## src/rtl/lcd_seq_pkg.sv

```systemverilog
package lcd_seq_pkg;

    localparam int WORD_W    = 16;
    localparam int BYTE_W    = 8;
    localparam int EN_POS    = 8;
    localparam int RW_POS    = 9;
    localparam int RS_POS    = 10;
    localparam int FRAMES    = 3;
    localparam logic [BYTE_W-1:0] CLEAR_BYTE = 8'h01;

    typedef enum logic [1:0] {
        OP_CHAR  = 2'b00,
        OP_INSTR = 2'b01,
        OP_CLEAR = 2'b10,
        OP_ALT   = 2'b11
    } lcd_op_e;

    typedef enum logic [1:0] {
        ST_IDLE = 2'b00,
        ST_SEND = 2'b01,
        ST_WAIT = 2'b10
    } seq_state_e;

    typedef struct packed {
        logic              rs;
        logic              long_wait;
        logic [BYTE_W-1:0] data;
    } lcd_cmd_t;

    function automatic lcd_cmd_t decode_req(input lcd_op_e op, input logic [BYTE_W-1:0] b);
        lcd_cmd_t c;
        c.rs        = (op == OP_CHAR);
        c.long_wait = (op == OP_CLEAR);
        c.data      = (op == OP_CLEAR) ? CLEAR_BYTE : b;
        return c;
    endfunction

    function automatic logic [WORD_W-1:0] make_word(input lcd_cmd_t c, input logic en);
        logic [WORD_W-1:0] w;
        w          = '0;
        w[BYTE_W-1:0] = c.data;
        w[EN_POS]  = en;
        w[RW_POS]  = 1'b0;
        w[RS_POS]  = c.rs;
        return w;
    endfunction

endpackage

```

## src/rtl/lcd_cmd_latch.sv

```systemverilog
module lcd_cmd_latch
    import lcd_seq_pkg::*;
(
    input  logic              clk,
    input  logic              rst,
    input  logic              load,
    input  logic [1:0]        op,
    input  logic [BYTE_W-1:0] byte_in,
    output lcd_cmd_t          cmd
);
    lcd_cmd_t cmd_q;

    always_ff @(posedge clk) begin
        if (rst) begin
            cmd_q <= '0;
        end else if (load) begin
            cmd_q <= decode_req(lcd_op_e'(op), byte_in);
        end
    end

    assign cmd = cmd_q;
endmodule

```

## src/rtl/lcd_settle_timer.sv

```systemverilog
module lcd_settle_timer #(
    parameter int SHORT_CYC = 40,
    parameter int LONG_CYC  = 1600
) (
    input  logic clk,
    input  logic rst,
    input  logic load,
    input  logic long_sel,
    output logic expired
);
    localparam int MAX_CYC = (LONG_CYC > SHORT_CYC) ? LONG_CYC : SHORT_CYC;
    localparam int CNT_W   = $clog2(MAX_CYC + 1);
    localparam logic [CNT_W-1:0] SHORT_INIT = CNT_W'(SHORT_CYC - 1);
    localparam logic [CNT_W-1:0] LONG_INIT  = CNT_W'(LONG_CYC - 1);

    logic [CNT_W-1:0] cnt_q;

    always_ff @(posedge clk) begin
        if (rst) begin
            cnt_q <= '0;
        end else if (load) begin
            cnt_q <= long_sel ? LONG_INIT : SHORT_INIT;
        end else if (cnt_q != '0) begin
            cnt_q <= cnt_q - 1'b1;
        end
    end

    assign expired = (cnt_q == '0);
endmodule

```

## src/rtl/lcd_frame_fsm.sv

```systemverilog
module lcd_frame_fsm
    import lcd_seq_pkg::*;
(
    input  logic clk,
    input  logic rst,
    input  logic req_valid,
    input  logic tx_ready,
    input  logic timer_expired,
    output logic accept,
    output logic timer_load,
    output logic busy,
    output logic tx_valid,
    output logic en_level
);
    localparam int IDX_W = $clog2(FRAMES);
    localparam logic [IDX_W-1:0] LAST_IDX = IDX_W'(FRAMES - 1);
    localparam logic [IDX_W-1:0] LOW_IDX  = IDX_W'(1);

    seq_state_e       state_q, state_d;
    logic [IDX_W-1:0] idx_q, idx_d;
    logic             xfer;

    assign accept     = (state_q == ST_IDLE) && req_valid;
    assign xfer       = (state_q == ST_SEND) && tx_ready;
    assign timer_load = xfer && (idx_q == LAST_IDX);

    always_comb begin
        state_d = state_q;
        idx_d   = idx_q;
        unique case (state_q)
            ST_IDLE: begin
                if (accept) begin
                    state_d = ST_SEND;
                    idx_d   = '0;
                end
            end
            ST_SEND: begin
                if (xfer) begin
                    if (idx_q == LAST_IDX) begin
                        state_d = ST_WAIT;
                        idx_d   = '0;
                    end else begin
                        idx_d = idx_q + 1'b1;
                    end
                end
            end
            ST_WAIT: begin
                if (timer_expired) state_d = ST_IDLE;
            end
            default: state_d = ST_IDLE;
        endcase
    end

    always_ff @(posedge clk) begin
        if (rst) begin
            state_q <= ST_IDLE;
            idx_q   <= '0;
        end else begin
            state_q <= state_d;
            idx_q   <= idx_d;
        end
    end

    assign busy     = (state_q != ST_IDLE);
    assign tx_valid = (state_q == ST_SEND);
    assign en_level = (idx_q != LOW_IDX);
endmodule

```

## src/rtl/lcd_strobe_seq.sv

```systemverilog
module lcd_strobe_seq
    import lcd_seq_pkg::*;
#(
    parameter int SETTLE_CYC = 40,
    parameter int CLEAR_CYC  = 1600
) (
    input  logic        clk,
    input  logic        rst,
    input  logic        req_valid,
    input  logic [1:0]  req_op,
    input  logic [7:0]  req_byte,
    output logic        busy,
    output logic [15:0] tx_word,
    output logic        tx_valid,
    input  logic        tx_ready
);
    logic     accept;
    logic     timer_load;
    logic     timer_expired;
    logic     en_level;
    lcd_cmd_t cmd;

    lcd_cmd_latch u_cmd (
        .clk     (clk),
        .rst     (rst),
        .load    (accept),
        .op      (req_op),
        .byte_in (req_byte),
        .cmd     (cmd)
    );

    lcd_frame_fsm u_fsm (
        .clk           (clk),
        .rst           (rst),
        .req_valid     (req_valid),
        .tx_ready      (tx_ready),
        .timer_expired (timer_expired),
        .accept        (accept),
        .timer_load    (timer_load),
        .busy          (busy),
        .tx_valid      (tx_valid),
        .en_level      (en_level)
    );

    lcd_settle_timer #(
        .SHORT_CYC (SETTLE_CYC),
        .LONG_CYC  (CLEAR_CYC)
    ) u_timer (
        .clk      (clk),
        .rst      (rst),
        .load     (timer_load),
        .long_sel (cmd.long_wait),
        .expired  (timer_expired)
    );

    // Outside a transfer the held word keeps enable high.
    assign tx_word = make_word(cmd, tx_valid ? en_level : 1'b1);
endmodule

```

## config.mk

```make
export PLATFORM = sky130hd
export DESIGN_NAME = lcd_strobe_seq
export DESIGN_NICKNAME = d
export VERILOG_FILES = /design/src/rtl/lcd_seq_pkg.sv /design/src/rtl/lcd_cmd_latch.sv /design/src/rtl/lcd_settle_timer.sv /design/src/rtl/lcd_frame_fsm.sv /design/src/rtl/lcd_strobe_seq.sv
export SDC_FILE = /design/constraint.sdc
export NUM_CORES = 1
export LEC_CHECK = 0
export ABC_AREA = 1
export BUFFER_PORTS_ARGS = -buffer_cell sky130_fd_sc_hd__buf_4
export CORE_MARGIN = 5
export CORE_UTILIZATION = 45
export DETAILED_ROUTE_END_ITERATION = 8
export MAX_ROUTING_LAYER = met4
export PLACE_DENSITY = 0.74
export SKIP_CTS_REPAIR_TIMING = 1
export SYNTH_ARGS = -nofsm -noshare
export SYNTH_HDL_FRONTEND = slang
export SYNTH_SLANG_ARGS = --single-unit
```

## constraint.sdc

```tcl
create_clock -name clk -period 2.01 [get_ports clk]
set_input_delay 0.1005 -clock clk [delete_from_list [all_inputs] [get_ports clk]]
set_output_delay 0.1005 -clock clk [all_outputs]
set_load 0.03 [all_outputs]
```

==> run metrics <==
crit path kind=register to register; Post-DRT Antenna Nets=0; R2R depth=8; Synth warnings=0; final hold viol count=0; share of layout cells above drive strength 1=26.0%; met3 wire length=121 um; maxcap violations=0; H-tree depth=1; Slew Viols, Final=0; I/O pin total=32; wirelength, routed=2430 um; fill count=253; drt first pass iters=4; DRC=0; Layout Nets=208; Die Ht=62.7 um; clk buf depth=2; Critical Path End Type=register; Seq. cell area=500 sq um; Lkg Pwr=0.706 nW; Clk pin slew, worst setup/hold paths=0.14 ns; Setup crit start kind=register; met2 WL=1180 um; status=finished, final reports clean; met1 wire length=1110 um; Post-DP HPWL=1960 um; die area=3930 sq um; clock sinks=25; sequential fraction of the synthesis area=40.0%; hold crit path type=primary input to register; Core Footprint=2710 sq um; Mapped Cells=167; highest clock rate=690 MHz; initial core utilization=46.1%; Worst Path Required=2.27 ns; largest net degree at the start of global routing=18; post-route setup TNS=0 ns; maximum vdd drop=0.767 mV; Final Cycle Share=72.1%; routed vias=1100; Mapped Area=1250 sq um; footprint of the multi-input gates=621 sq um; total power=1.76 mW; Clock Tree Root=clkbuf_4; Netlist cell types=30; GRT Util Overall=13.3%; hold path cells=3; GR Overflow Total=0; Via density=4.93; P per Cell Area=1200 nW/um^2; crit path DAT=1.71 ns; RSZ-0062 raised after global routing=no; GP Congestion=0.844; Starting DRT DRC Count=26; Clock Skew=0.0105 ns; CTS tree=built; ant diodes=0; synthesis-stage register bit count=25; first-pass GRT wire length=4320 um; final setup vio count=0; vias in the first global route=1054; area growth from synthesis to layout=17.0%; crit path max fanout=4; FP Rows=19; Period minus WS final=1.45 ns; Skew-Pair Late Insertion Delay=0.32 ns; Port Buffer Count=25; WL/cell=10.9 um; Avg Synthesized Cell Area=7.48 sq um; total CTS buffers=3; die width=62.7 um; final hold slack=0.0113 ns; Max Used Layer=met4; antenna violations before repair=0
==> synth_stat cells <==
cell type / count / area (sq um)
nand2_1: 31 / 116
dfxtp_1: 25 / 500
nor2_1: 20 / 75.1
inv_1: 17 / 63.8
a21oi_1: 16 / 80.1
buf_4: 7 / 52.6
nor2_2: 6 / 37.5
a22oi_1: 5 / 37.5
o21ai_0: 5 / 25.0
inv_2: 4 / 15.0
nand3_1: 4 / 20.0
nand3_2: 3 / 30.0
nor3_1: 3 / 15.0
clkbuf_1: 2 / 7.51
nand2_2: 2 / 12.5
nor2_4: 2 / 22.5
xor2_1: 2 / 17.5
a211oi_1: 1 / 7.51
a31oi_1: 1 / 6.26
clkinv_4: 1 / 8.76
conb_1: 1 / 3.75
ha_1: 1 / 12.5
nand2_4: 1 / 11.3
nand3_4: 1 / 17.5
nor3_4: 1 / 16.3
o211a_1: 1 / 10.0
o21ai_1: 1 / 5.00
o31ai_1: 1 / 7.51
or2_1: 1 / 6.26
xnor2_1: 1 / 8.76
==> stage by stage <==
stage	utilization (%)	cells	setup slack (ns)	cell area, sq um
floorplan	-	172	0.751	1270
global placement	53.0	219	0.709	1440
detailed placement	53.0	219	0.588	1440
CTS	54.0	223	0.552	1460
global route	54.0	223	0.402	1460
finish	54.0	223	0.561	1460
==> routing by layer <==
metal	track usage, %	up-vias
li1	-	576
met1	15.3	490
met2	23.4	31
met3	2.70	3
met4	3.18	0
met5	-	-
==> where the power goes <==
part / internal (mW) / switching, mW
Combinational: 0.319 / 0.529
Clock: 0.0745 / 0.148
Sequential: 0.599 / 0.0868
Total: 0.993 / 0.764
==> placed cells by master (no fill, tap or decap), drive strengths merged, types with 2 or more instances in the layout <==
cell type and count:
nand2 34, nor2 28, buf 25, dfxtp 25, inv 21, a21oi 16, nand3 8, conb 6
o21ai 6, a22oi 5, nor3 4, clkbuf 3, xor2 2, clkinv 2
==> sequential cells by signal, summed over array words and instances, names as in the netlist <==
register and flops:
u_fsm.state_q 2, u_cmd.cmd 10, u_fsm.idx_q 2, u_timer.cnt_q 11
==> kinds of logic after synthesis <==
| group | count (synthesis) | synth area share, % |
|---|---|---|
| AOI/OAI and AO/OA | 31 | 14.3 |
| xor gates and xnor gates | 3 | 2.10 |
| adders and majority gates | 1 | 1.00 |
| buffers and inverters | 31 | 11.8 |
| DFF | 25 | 40.0 |
| other | 1 | 0.300 |
| and+or+nand+nor | 75 | 30.4 |
==> final cells by class <==
type / instances / share of cell area [%]
flip-flops and latches: 25 / 34.2
multi-input cells: 116 / 42.4
repair buffers: 25 / 12.8
clock inverters: 1 / 0.342
inverters: 22 / 5.99
clock buffers: 3 / 1.54
well taps: 31 / 2.65
==> final timing paths <==
kind	start	end	slack (ns)
setup / recovery	u_timer.cnt_q[0]	u_timer.cnt_q[1]	0.56
hold / removal	req_byte[7]	u_cmd.cmd[7]	0.01
setup reg to reg	u_timer.cnt_q[0]	u_timer.cnt_q[1]	0.56
hold reg to reg	u_cmd.cmd[3]	u_cmd.cmd[3]	0.48
==> critical path: stages (launching register included) <==
cell	delay, ns
dfxtp_1	0.34
inv_1	0.09
ha_1	0.25
inv_2	0.06
nor3_4	0.15
nand3_2	0.14
nor2_2	0.15
nand2_1	0.08
a21oi_1	0.14
No activity file was read; power rests on OpenSTA's default activity.
